[config.mk]
export PLATFORM = sky130hd
export DESIGN_NAME = addr_window_swapper
export DESIGN_NICKNAME = d
export VERILOG_FILES = /design/src/rtl/endswap_pkg.sv /design/src/rtl/win_decode.sv /design/src/rtl/lane_permute.sv /design/src/rtl/addr_window_swapper.sv
export SDC_FILE = /design/constraint.sdc
export NUM_CORES = 1
export LEC_CHECK = 0
export BUFFER_PORTS_ARGS = -buffer_cell sky130_fd_sc_hd__buf_2
export CAP_MARGIN = 40
export CELL_PAD_IN_SITES_DETAIL_PLACEMENT = 1
export CELL_PAD_IN_SITES_GLOBAL_PLACEMENT = 1
export CORE_MARGIN = 1
export CORE_UTILIZATION = 21
export DETAILED_ROUTE_END_ITERATION = 10
export PLACE_DENSITY_LB_ADDON = 0.1
export SKIP_CTS_REPAIR_TIMING = 1
export SLEW_MARGIN = 20
export SYNTH_ARGS = -nofsm -noshare
export SYNTH_HDL_FRONTEND = slang
export SYNTH_SLANG_ARGS = --single-unit
[constraint.sdc]
create_clock -name clk -period 3.9 [get_ports clk]
set_input_delay 0.78 -clock clk [delete_from_list [all_inputs] [get_ports clk]]
set_output_delay 0.78 -clock clk [all_outputs]
set_load 0.01 [all_outputs]
[src/rtl/endswap_pkg.sv]
package endswap_pkg;

    typedef enum logic [1:0] {
        SWAP_NONE = 2'd0,
        SWAP_HALF = 2'd1,
        SWAP_BYTE = 2'd2
    } swap_mode_e;

    typedef struct packed {
        logic       busy;
        swap_mode_e mode;
    } swap_ctl_t;

endpackage

[src/rtl/win_decode.sv]
module win_decode
    import endswap_pkg::*;
#(
    parameter int ADDR_W  = 32,
    parameter int WIN_LSB = 16
) (
    input  logic [ADDR_W-1:0] addr_in,
    output logic [ADDR_W-1:0] addr_out,
    output swap_mode_e        mode,
    output logic              bad_win
);
    localparam logic [ADDR_W-1:0] WIN_MASK = {{(ADDR_W-2){1'b0}}, 2'b11} << WIN_LSB;

    logic [1:0] sel;

    always_comb begin
        sel      = addr_in[WIN_LSB+1:WIN_LSB];
        addr_out = addr_in & ~WIN_MASK;
        bad_win  = 1'b0;
        case (sel)
            2'd1:    mode = SWAP_HALF;
            2'd2:    mode = SWAP_BYTE;
            2'd3: begin
                mode    = SWAP_NONE;
                bad_win = 1'b1;
            end
            default: mode = SWAP_NONE;
        endcase
    end
endmodule

[src/rtl/lane_permute.sv]
module lane_permute
    import endswap_pkg::*;
#(
    parameter int LANES  = 4,
    parameter int LANE_W = 8
) (
    input  logic [LANES*LANE_W-1:0] din,
    input  swap_mode_e              mode,
    output logic [LANES*LANE_W-1:0] dout
);
    localparam int HALF = LANES / 2;

    for (genvar j = 0; j < LANES; j++) begin : g_lane
        localparam int SRC_HALF = j ^ HALF;
        localparam int SRC_BYTE = LANES - 1 - j;
        always_comb begin
            case (mode)
                SWAP_HALF: dout[j*LANE_W +: LANE_W] = din[SRC_HALF*LANE_W +: LANE_W];
                SWAP_BYTE: dout[j*LANE_W +: LANE_W] = din[SRC_BYTE*LANE_W +: LANE_W];
                default:   dout[j*LANE_W +: LANE_W] = din[j*LANE_W +: LANE_W];
            endcase
        end
    end
endmodule

[src/rtl/addr_window_swapper.sv]
module addr_window_swapper
    import endswap_pkg::*;
#(
    parameter int ADDR_W  = 32,
    parameter int WIN_LSB = 16,
    parameter int DATA_W  = 32
) (
    input  logic                clk,
    input  logic                rst_n,
    input  logic                m_req_valid,
    output logic                m_req_ready,
    input  logic                m_req_write,
    input  logic [ADDR_W-1:0]   m_req_addr,
    input  logic [DATA_W-1:0]   m_req_wdata,
    input  logic [DATA_W/8-1:0] m_req_wstrb,
    output logic                m_rsp_valid,
    input  logic                m_rsp_ready,
    output logic [DATA_W-1:0]   m_rsp_rdata,
    output logic                s_req_valid,
    input  logic                s_req_ready,
    output logic                s_req_write,
    output logic [ADDR_W-1:0]   s_req_addr,
    output logic [DATA_W-1:0]   s_req_wdata,
    output logic [DATA_W/8-1:0] s_req_wstrb,
    input  logic                s_rsp_valid,
    output logic                s_rsp_ready,
    input  logic [DATA_W-1:0]   s_rsp_rdata,
    output logic                win_err
);
    localparam int LANES = DATA_W / 8;

    swap_ctl_t  ctl_d, ctl_q;
    swap_mode_e req_mode;
    logic       rsp_fire;
    logic       req_fire;
    logic       slot_free;

    win_decode #(.ADDR_W(ADDR_W), .WIN_LSB(WIN_LSB)) u_dec (
        .addr_in  (m_req_addr),
        .addr_out (s_req_addr),
        .mode     (req_mode),
        .bad_win  (win_err)
    );

    lane_permute #(.LANES(LANES), .LANE_W(8)) u_wdata (
        .din  (m_req_wdata),
        .mode (req_mode),
        .dout (s_req_wdata)
    );

    lane_permute #(.LANES(LANES), .LANE_W(1)) u_wstrb (
        .din  (m_req_wstrb),
        .mode (req_mode),
        .dout (s_req_wstrb)
    );

    lane_permute #(.LANES(LANES), .LANE_W(8)) u_rdata (
        .din  (s_rsp_rdata),
        .mode (ctl_q.mode),
        .dout (m_rsp_rdata)
    );

    always_comb begin
        rsp_fire    = s_rsp_valid & m_rsp_ready;
        slot_free   = ~ctl_q.busy | rsp_fire;
        s_req_valid = m_req_valid & slot_free;
        m_req_ready = s_req_ready & slot_free;
        s_req_write = m_req_write;
        m_rsp_valid = s_rsp_valid;
        s_rsp_ready = m_rsp_ready;
        req_fire    = m_req_valid & m_req_ready;

        ctl_d = ctl_q;
        if (rsp_fire) begin
            ctl_d.busy = 1'b0;
        end
        if (req_fire) begin
            ctl_d.busy = 1'b1;
            ctl_d.mode = req_mode;
        end
    end

    always_ff @(posedge clk or negedge rst_n) begin
        if (!rst_n) begin
            ctl_q <= '{busy: 1'b0, mode: SWAP_NONE};
        end else begin
            ctl_q <= ctl_d;
        end
    end
endmodule

-- Word level (Yosys, flattened, before mapping)
Cells that the tools add are included.
Widths: inputs -> output; s select.
- register bits: 3
- bits of input ports: 107
- word-level logic and storage cells: 32
- equal/unequal tests: 7
- mux-type cells: 16
- bitwise operators: 6
- reductions and logical operators: 1
- operators with widths (cell ; number):
    $pmux 8 s2 ; 8
    $eq 2x2->1 const B ; 4
    $pmux 1 s2 ; 4
    $eq 2x1->1 const B ; 3
    $and 1x1->1 ; 4
    $pmux 2 s2 ; 1
    $mux 3 ; 1
    $mux 1 ; 2
    $reduce_bool 2->1 ; 1
    $not 1->1 ; 1
    $or 1x1->1 ; 1

-- Depth between registers and ports, before layout
Gate-level depths: netlist (run 1).
- word-level depth: 5
- mapped depth: 6
- gate-level depth less buffers: 4

-- Modules after synthesis
Synthesis (run 1) repeated with hierarchy kept, for this count alone.
- cell total of the unflattened synthesis: 292
- area, all modules: 1869.3 um^2
- by module, submodules not included (module ; times used ; cells each ; area each (um^2) ; sequential area each (um^2)):
    lane_permute (u_rdata ...) ; 2 ; 113 ; 665.6 ; 0.0
    win_decode ; 1 ; 36 ; 266.5 ; 0.0
    addr_window_swapper ; 1 ; 14 ; 173.9 ; 75.1
    lane_permute (u_wstrb) ; 1 ; 16 ; 97.6 ; 0.0

-- Least setup slack after synthesis (run 1)
Ideal clock, no wire load.
- path kind: input-to-output
- start: in m_req_addr[16]
- end: out s_req_wdata[10]
- arrival: 1689 ps
- data required time: 3120 ps
- setup slack: 1431 ps
- stages: 6
- path buffers: 2
- cells stage by stage: inv_1 -> ha_1 -> buf_2 -> clkbuf_1 -> nand2_1 -> o21ai_1
- cells in the longest elaborated chain, start to end: 4
- elaborated cells between the ends (all ways): 6
- classes of those cells: eq/ne: 4; mux: 2
- ends and longest elaborated chain (what ; line ; RTL):
    from (decl) ; addr_window_swapper.sv:13 ; input logic [ADDR_W-1:0] m_req_addr,
    $eq 2x2->1 / $eq 2x1->1 (equally long branches) ; win_decode.sv:20 ; case (sel)
    $pmux 2 s2 (*) ; win_decode.sv:20 ;
    $eq 2x2->1 / $eq 2x1->1 (equally long branches) ; lane_permute.sv:17 ; case (mode)
    $pmux 8 s2 (*) ; lane_permute.sv:17 ;
    to (decl) ; addr_window_swapper.sv:23 ; output logic [DATA_W-1:0] s_req_wdata,
Mark *: on every way between the ends. The rest lies on a longest branch, timed or not.

-- Worst setup path in the final report (run 1)
- start: in m_req_addr[16]
- end: out s_req_wdata[3]
Same word-level chain as after synthesis.

==> results.md, run 1 <==
- Initial antenna violation count: 0
- Tot GR Track Use: 14.35%
- CTS tree: yes
- H-tree levels: 1
- Post-layout util: 28.59%
- VDD IR max: 0.0001188 V
- Vias in the first global route: 2235
- Slew HR: a little over half
- Placer Congestion: around 0.75
- Syn Inst Count: between 200 and 300
- Routed WL: 6799 um
- CTS Root Cell: clkbuf_8
- Core ar.: between 8000 and 9000 sq um
- Yosys warning count: 0
- Kind of critical path: input port to primary output
- Synth-to-layout area growth: 32.48%
- Grt total ovfl: 0
- Clock latency on the worst-skew pair: 0.21 ns
- Final setup viols: 0
- Clk pwr share: 11.8%
- Vias: roughly 2400
- Largest regs: ctl_q x3
- Antenna viol nets, final: 0
- Worst Skew: approximately 0.0026 ns
- Yosys reg bits: 3
- Mapped Avg Cell Area: 6.063 sq um
- Largest register FFs: 3
- Die Ht: 93.66 um
- Pwr per Cell Area: ~330 nW/um^2
- Register area share after synthesis: about 4.3%
- Max Cap Viol: 0
- Final net count: 500
- Die ar.: 8771 sq um
- Startpoint types: input port
- Vias per inst: approximately 5
- Global-route wire length before repair: about 11000 um
- Crit share post-route: between 70% and 80%
- Routed WL per cell: 13.88 um
- Layout cells sized above 1: 42.08%
- Fmax achieved: 330.6 MHz
- Worst-margin pin slew: 0.6751 ns
- CTS sink count: 3
- Worst EP required: 3.12 ns
- Initial Util: 21.58%
- Internal power: 0.0003522 W
- Site Rows: 33
- Ant. Diodes: 0
- Grt peak-use layer: met2
- IO Port Bufs: 148
- Outcome: finished clean
- Largest net degree at the start of global routing: 65
- Die Width: 93.66 um
- DRT iter0 DRCs: 116
- Clock buffer depth: 2
- I/O Pins: 213
- Setup tns final: 0 ns
- TritonCTS Buffers: 3
- Worst Setup End Kind: primary output
- TritonRoute pass-1 iters: 4
- GRT met3 Usage: 4.693%
- Post-layout min period: approximately 3 ns
- Cell variety after synth: 16
- Sw Ratio: between 50 and 60%
- Final Hold Fails: 0
- Design Power: 0.0007626 W
- Met1 Use GR: 17.89%
- Worst Path Max Fanout: 36
- Hold Path Class: input port to asynchronous set/reset pin
- LEAKAGE: 1.177 nW
- RSZ-0062 raised after global routing: no
- Largest Register: ctl_q
- Final HPWL DP: 5296 um
- Clk slew on worst S/H paths: about 0.030 ns
- Comb pwr share: 82.9%
- Synthesized area: 1764 sq um
- Reg power frac: 5.3%
- Number of remaining DRC errors: 0
- Slew Viols, Final: 0
- Met2 usage: 24.45%
- Psw: ~0.00041 W
- Worst hold slack: around 0.35 ns
- Critical Path AT: 2.24 ns
## critical path, stage by stage
cell	delay (ns)
buf_2	0.13
inv_1	0.08
ha_2	0.63
a22oi_1	0.20
o21ai_1	0.25
buf_2	0.17
## Yosys cell counts
master,count,area [sq um]
conb_1,1,3.750
nand2_2,1,6.260
clkbuf_1,8,30.03
a22oi_1,68,510.5
o21ai_0,1,5.000
buf_4,36,270.3
nand2_1,69,259.0
mux2_4,2,30.03
o21ai_1,67,335.3
dfrtp_1,3,75.07
nor2b_4,1,13.76
and2_1,2,12.51
buf_2,20,100.1
inv_1,4,15.01
ha_1,7,87.58
a21bo_2,1,10.01
## cells in the final DEF, fill, tap and decap left out
master	Yosys	routed
ha_2	0	1
buf_12	0	1
nand2_1	69	69
mux2_4	2	2
nor2b_4	1	1
a22oi_1	68	68
buf_4	36	4
ha_1	7	6
a21bo_2	1	1
conb_1	1	2
clkbuf_8	0	3
clkbuf_1	8	1
and2_1	2	2
inv_1	4	4
nand2_2	1	1
dfrtp_1	3	3
buf_2	20	148
o21ai_0	1	1
o21ai_1	67	67
## area by class of cell
cell class,instances,area (sq um)
fill,1081,5838
inverter,4,15.01
sequential,3,75.07
multi-input combinational,221,1280
tap,105,131.4
clock buffer,4,45.04
timing repair buffer,153,790.8
## power groups by stage
stage / Sequential, W / Clock, W / Combinational, W
after floorplan: 0.0000393 / 0 / 0.000432
after global placement: 0.0000408 / 0 / 0.000636
after detailed placement: 0.0000405 / 0 / 0.000639
after CTS: 0.0000405 / 0.0000930 / 0.000640
after global routing: 0.0000415 / 0.000100 / 0.000704
final: 0.0000402 / 0.0000902 / 0.000632
## worst paths after layout
check / from / to / slack [ns] / depth (start not counted)
max in group asynchronous: rst_n / ctl_q[2] / 3.44 / 1
setup reg to reg: ctl_q[2] / ctl_q[0] / 2.77 / 3
setup / recovery: m_req_addr[16] / s_req_wdata[3] / 0.88 / 6
hold / removal: rst_n / ctl_q[1] / 0.35 / 1
hold reg to reg: ctl_q[1] / ctl_q[1] / 0.54 / 1
min in group clk: ctl_q[1] / ctl_q[1] / 0.54 / 1
## per-layer routing
layer	part of all wire [%]	wire, um
met4	0.18	12
met3	9.1	618
met2	48	3242
met1	43	2925
met5	0	0
## logic make-up (layout without fill, tap and decap cells)
group / Yosys count / after routing / share of synthesized area, %
other: 1 / 2 / 0.2126
adders and majority gates: 7 / 7 / 4.964
AOI/OAI and AO/OA: 137 / 137 / 48.79
and+or+nand+nor: 73 / 73 / 16.52
muxes: 2 / 2 / 1.702
DFF: 3 / 3 / 4.255
buffers and inverters: 68 / 161 / 23.55
## through the flow
step | cell area, sq um | setup WS, ns | cells
global route | 2337 | 0.7054 | 490
detailed placement | 2292 | 0.8824 | 486
floorplan | 1768 | 1.431 | 292
CTS | 2337 | 0.8785 | 490
finish | 2337 | 0.8754 | 490
global placement | 2292 | 0.8981 | 486
Note: power is estimated with default switching activity, not from simulation.
==> inputs of run 2 (changes only) <==
Settings changed: CORE_UTILIZATION 21 to 20.
Clock period 3.9 ns to 3.09 ns, I/O delays scaled along.
==> results.md, run 2 (synthesis results as in run 1) <==
- Vias per inst: 4.959 (-0.33%)
- Die ar.: 9201 sq um (+4.9%)
- Synth-to-layout area growth: 33.76%
- Routed WL per cell: 13.64 um (-1.7%)
- Slew HR: 59.97% (+5.0 points)
- Ant. Diodes: 0 (unchanged)
- Reg power frac: 5.4% (about the same)
- Worst Path Max Fanout: 30 (-17%)
- Number of remaining DRC errors: 0 (unchanged)
- CTS tree: yes
- Design Power: 0.0009647 W (+27%)
- Largest Register: ctl_q
- Routed WL: 6699 um (-1.5%)
- Largest register FFs: 3 (unchanged)
- Grt total ovfl: 0 (unchanged)
- Outcome: finished clean
- Layout cells sized above 1: 42.49% (+0.41 points)
- Initial antenna violation count: 0 (unchanged)
- Die Width: 95.92 um (+2.4%)
- LEAKAGE: 1.185 nW (+0.66%)
- Kind of critical path: input port to primary output
- Antenna viol nets, final: 0 (unchanged)
- Critical Path AT: 1.87 ns (-0.37 ns)
- Sw Ratio: 53.44% (-0.38 points)
- I/O Pins: 213 (unchanged)
- Core ar.: 8382 sq um (+2.5%)
- Global-route wire length before repair: 10260 um (-2.9%)
- TritonCTS Buffers: 3 (unchanged)
- DRT iter0 DRCs: 55 (-53%)
- Max Cap Viol: 0 (unchanged)
- Pwr per Cell Area: 408.8 nW/um^2 (+25%)
- CTS Root Cell: clkbuf_8
- Site Rows: 33 (unchanged)
- Die Ht: 95.92 um (+2.4%)
- Worst EP required: 2.47 ns (-0.65 ns)
- Largest net degree at the start of global routing: 65 (unchanged)
- Clk pwr share: 11.9% (about the same)
- Final setup viols: 0 (unchanged)
- Placer Congestion: 0.7170 (-4.4%)
- IO Port Bufs: 148 (unchanged)
- Worst Skew: 0.001148 ns (-0.001464 ns)
- Setup tns final: 0 ns (unchanged)
- Final HPWL DP: 5333 um (+0.70%)
- Initial Util: 21.05% (-0.53 points)
- Clk slew on worst S/H paths: 0.03 ns (about the same)
- Slew Viols, Final: 0 (unchanged)
- CTS sink count: 3 (unchanged)
- Comb pwr share: 82.7% (-0.2 points)
- VDD IR max: 0.0001747 V (+47%)
- Post-layout min period: 2.484 ns
- Startpoint types: input port
- Final Hold Fails: 0 (unchanged)
- Most frequent cells in the layout: buf_2, nand2_1, a22oi_1
- Hold Path Class: input port to asynchronous set/reset pin
- Fmax achieved: 402.6 MHz
- TritonRoute pass-1 iters: 5 (+1)
- Final net count: 501 (+0.20%)
- Vias: 2435 (-0.12%)
- Clock latency on the worst-skew pair: 0.22 ns (about the same)
- Worst Setup End Kind: primary output
- Crit share post-route: about four fifths
- Commonest non-fill, non-tap cell in the layout: buf_2
- Tot GR Track Use: 13.57% (-0.78 points)
- Worst-margin pin slew: 0.6004 ns (-0.07469 ns)
- Vias in the first global route: 2220 (-0.67%)
- Largest regs: ctl_q x3
- Psw: 0.0005156 W (+26%)
- Internal power: 0.0004492 W (+28%)
- H-tree levels: 1 (unchanged)
- Clock buffer depth: 2 (unchanged)
- RSZ-0062 raised after global routing: no
==> run 2: changes by cell type in the layout (fill, tap and decap cells not counted) <==
cell	change
ha_2	+1
buf_12	+1
ha_1	-1
==> run 2: power groups by stage <==
stage               Clock, W  Combinational (W)  Sequential, W
floorplan                  0           0.000545      0.0000497
global placement           0           0.000810      0.0000526
detailed placement         0           0.000810      0.0000525
CTS                 0.000121           0.000812      0.0000521
global route        0.000127           0.000907      0.0000532
finish              0.000115           0.000798      0.0000518
==> run 2: metrics by stage <==
step	area, sq um	util, %	setup WS, ns	hold WS [ns]	std cells
after floorplan	1768	-	0.9452	0.3224	292
after global placement	2315	27.62	0.6128	0.4208	487
after detailed placement	2315	27.62	0.5911	0.4185	487
after CTS	2360	28.15	0.5865	0.1848	491
after global routing	2360	28.15	0.4623	0.1831	491
final	2360	28.15	0.6062	0.1924	491
==> run 2: layer usage <==
metal	global-route usage, %	routed length [um]	up-vias
met5	0	0	-
met4	1.990	40	0
met3	3.870	603	10
met2	22.92	3058	109
met1	17.41	2998	1115
li1	-	-	1201
==> run 2: critical path, stage by stage <==
cell and delay, ns:
buf_2 0.12, inv_1 0.06, ha_2 0.55, buf_12 0.22, nand2_1 0.06, o21ai_1 0.08, buf_2 0.16
==> run 2: final cells by class <==
class                           instances  area [sq um]
Fill cell                            1140          6022
Sequential cell                         3         75.07
Tap cell                              105         131.4
Timing Repair Buffer                  154         810.8
Clock buffer                            4         45.04
Inverter                                4         15.01
Multi-Input combinational cell        221          1282
==> run 2: worst paths after layout <==
| kind | from | endpoint | slack, ns | cells past startpoint |
|---|---|---|---|---|
| setup reg to reg | ctl_q[2] | ctl_q[0] | 1.94 | 3 |
| hold / removal | rst_n | ctl_q[2] | 0.19 | 1 |
| min in group clk | ctl_q[1] | ctl_q[1] | 0.56 | 1 |
| setup / recovery | m_req_addr[16] | s_req_wdata[28] | 0.61 | 7 |
| hold reg to reg | ctl_q[1] | ctl_q[1] | 0.56 | 1 |
| max in group asynchronous | rst_n | ctl_q[1] | 2.79 | 1 |
==> inputs of run 3 (changes only) <==
Settings changed: ABC_AREA set to 1, CORE_UTILIZATION 20 to 21.
Clock period 3.09 ns to 2.5 ns, I/O delays scaled along.
==> results.md, run 3 <==
- Outcome: finished clean
- Worst hold slack: 0.07329 ns (-0.1191 ns)
- Largest regs: ctl_q x3
- Yosys reg bits: 3 (unchanged)
- Synthesized area: 2021 sq um (+15%)
- Worst Skew: 0.00009473 ns (-0.001053 ns)
- CTS Root Cell: clkbuf_8
- Fmax achieved: 432.2 MHz
- Initial antenna violation count: 0 (unchanged)
- CP Launch Point: m_req_addr[16]
- Final HPWL DP: 6185 um (+16%)
- I/O Pins: 213 (unchanged)
- Initial Util: 21.77% (+0.72 points)
- Clk pwr share: 10.1% (-1.8 points)
- Commonest non-fill, non-tap cell in the layout: buf_2
- Routed WL per cell: 13.04 um (-4.4%)
- Number of flops mapped to enable cells by yosys: 0 (unchanged)
- LEAKAGE: 1.278 nW (+7.9%)
- VDD IR max: 0.0001370 V (-22%)
- Vias in the first global route: 2569 (+16%)
- Pre-CTS WS: 0.1665 ns (-0.4246 ns)
- Sw Ratio: 55.13% (+1.7 points)
- Number of remaining DRC errors: 0 (unchanged)
- Vias: 2700 (+11%)
- Slew Viols, Final: 0 (unchanged)
- CTS sink count: 3 (unchanged)
- Largest register FFs: 3 (unchanged)
- Cell with the most instances after synthesis: a21oi_1
- Reg2reg path depth: 4 (+1)
- Layout cells sized above 1: 38.41% (-4.1 points)
- Vias per inst: 4.538 (-8.5%)
- Largest net degree at the start of global routing: 37 (-43%)
- Die Width: 100.1 um (+4.4%)
- Fillcell total: 1320 (+16%)
- Synth top cells by count: a21oi_1, nand2_1, nor2_1
- Async set-reset flop share out of synthesis: 100.0% (unchanged)
- Kind of critical path: input port to primary output
- Yosys warning count: 0 (unchanged)
- Post-layout worst setup margin: 0.1862 ns (-0.4200 ns)
- Startpoint types: input port
- TritonRoute pass-1 iters: 4 (-1)
- Tot GR Track Use: 14.83% (+1.3 points)
- IO Port Bufs: 148 (unchanged)
- TritonCTS Buffers: 3 (unchanged)
- Top cells by area, synth: a21oi_1, buf_4, nand2_1
- Clk slew on worst S/H paths: 0.03 ns (about the same)
- Setup tns final: 0 ns (unchanged)
- Layout Cells excl Fill: 595 (+21%)
- Reg power frac: 4.4% (-1.0 points)
- Ant. Diodes: 0 (unchanged)
- Post-layout min period: roughly 2.3 ns
- Synth Flop Type: dfrtp_1
- Mapped Avg Cell Area: 5.506 sq um (-9.2%)
- Synth-to-layout area growth: 27.62%
- Largest Register: ctl_q
- Flop-to-flop setup slack: 1.61 ns (-0.33 ns)
- Worst r2r dst: ctl_q[0]
- Crit share post-route: 92.55%
- Worst EP required: 2.00 ns (-0.47 ns)
- DRT iter0 DRCs: 60 (+9.1%)
- Multi-input logic area: 1395 sq um (+8.8%)
- Final Cell Area: 2579 sq um (+9.3%)
- Final setup viols: 0 (unchanged)
- Die Ht: 100.1 um (+4.4%)
- Global-route wire length before repair: 12330 um (+20%)
- H-tree levels: 1 (unchanged)
- Most frequent cells in the layout: buf_2, a21oi_1, nand2_1
- Worst r2r src: ctl_q[2]
- Comb pwr share: 85.5% (+2.8 points)
- Grt total ovfl: 0 (unchanged)
- Antenna viol nets, final: 0 (unchanged)
- Clock latency on the worst-skew pair: 0.22 ns (about the same)
- Worst Setup End Kind: primary output
- Worst Path Max Fanout: 8 (-73%)
- Dpl cells: 591 (+21%)
- Register area share after synthesis: 3.715% (-0.54 points)
- Routed WL: 7757 um (+16%)
- Internal power: 0.0006340 W (+41%)
- Syn Inst Count: 367 (+26%)
- Max Cap Viol: 0 (unchanged)
- Psw: 0.0007789 W (+51%)
- Pwr per Cell Area: 547.9 nW/um^2 (+34%)
- Cell variety after synth: 17 (+1)
- Critical Path AT: 1.81 ns (-0.06 ns)
- Hold Path Class: input port to asynchronous set/reset pin
- Site Rows: 35 (+6.1%)
- Placer Congestion: 0.7465 (+4.1%)
- Final net count: 581 (+16%)
- Final Hold Fails: 0 (unchanged)
- Die ar.: 10020 sq um (+8.9%)
- Post-Place Cell Area: 2534 sq um (+9.5%)
- Flip-flop and latch area: 75.07 sq um (unchanged)
- Top cell type by total area after synthesis: a21oi_1
- Core ar.: 9284 sq um (+11%)
- Clock buffer depth: 2 (unchanged)
- RSZ-0062 raised after global routing: no
- CTS tree: yes
- Yosys top cell area share: 30.71% (+1.8 points)
==> run 3: power groups by stage <==
| stage | Combinational (W) | Clock [W] | Sequential [W] |
|---|---|---|---|
| 3_5_place_dp | 0.00122 | 0 | 0.0000632 |
| 6_report | 0.00121 | 0.000142 | 0.0000626 |
| 4_1_cts | 0.00123 | 0.000149 | 0.0000627 |
| 3_3_place_gp | 0.00121 | 0 | 0.0000630 |
| 5_1_grt | 0.00136 | 0.000155 | 0.0000639 |
| 2_1_floorplan | 0.000844 | 0 | 0.0000616 |
==> run 3: through the flow <==
stage / utilization (%) / total power (W)
final: 27.78 / 0.001413
after global routing: 27.78 / 0.001575
after CTS: 27.78 / 0.001438
after detailed placement: 27.29 / 0.001286
after global placement: 27.29 / 0.001277
after floorplan: - / 0.0009054
==> run 3: cells by family (layout without fill, tap and decap cells) <==
family	count (synthesis)	after routing	synth area share, %
AOI/OAI and AO/OA	136	136	35.91
adders and majority gates	7	7	4.334
buffers and inverters	72	170	27.43
DFF	3	3	3.715
other	1	2	0.1856
and+or+nand+nor	148	148	28.42
==> run 3: worst max-delay path by stage <==
| stage | endpoint | slack [ns] | depth (start not counted) |
|---|---|---|---|
| 2_1_floorplan | s_req_wdata[0] | 0.59 | 7 |
| 3_3_place_gp | s_req_wdata[4] | 0.20 | 7 |
| 3_5_place_dp | s_req_wdata[22] | 0.17 | 7 |
| 4_1_cts | s_req_wdata[22] | 0.15 | 7 |
| 5_1_grt | s_req_wdata[4] | 0.04 | 7 |
| 6_report | s_req_wdata[22] | 0.19 | 7 |
==> run 3: area by class of cell <==
cell class | count | share of cell area [%]
clock buffer | 4 | 1.747
inverter | 9 | 1.698
multi-input combinational | 293 | 54.10
sequential | 3 | 2.911
tap | 129 | 6.259
timing repair buffer | 157 | 33.28
==> run 3: metal layers <==
metal  GRT usage (%)  share of wire [%]  vias up
li1                -                  -     1372
met1           19.44                 47     1221
met2           25.73                 47       99
met3           2.159                5.8        8
met4           3.233               0.80        0
met5               0                  0        -
==> run 3: critical path: stages <==
cell and delay [ns]:
buf_2 0.12, inv_1 0.06, ha_1 0.56, buf_4 0.24
a21oi_1 0.05, a21oi_1 0.13, buf_2 0.15
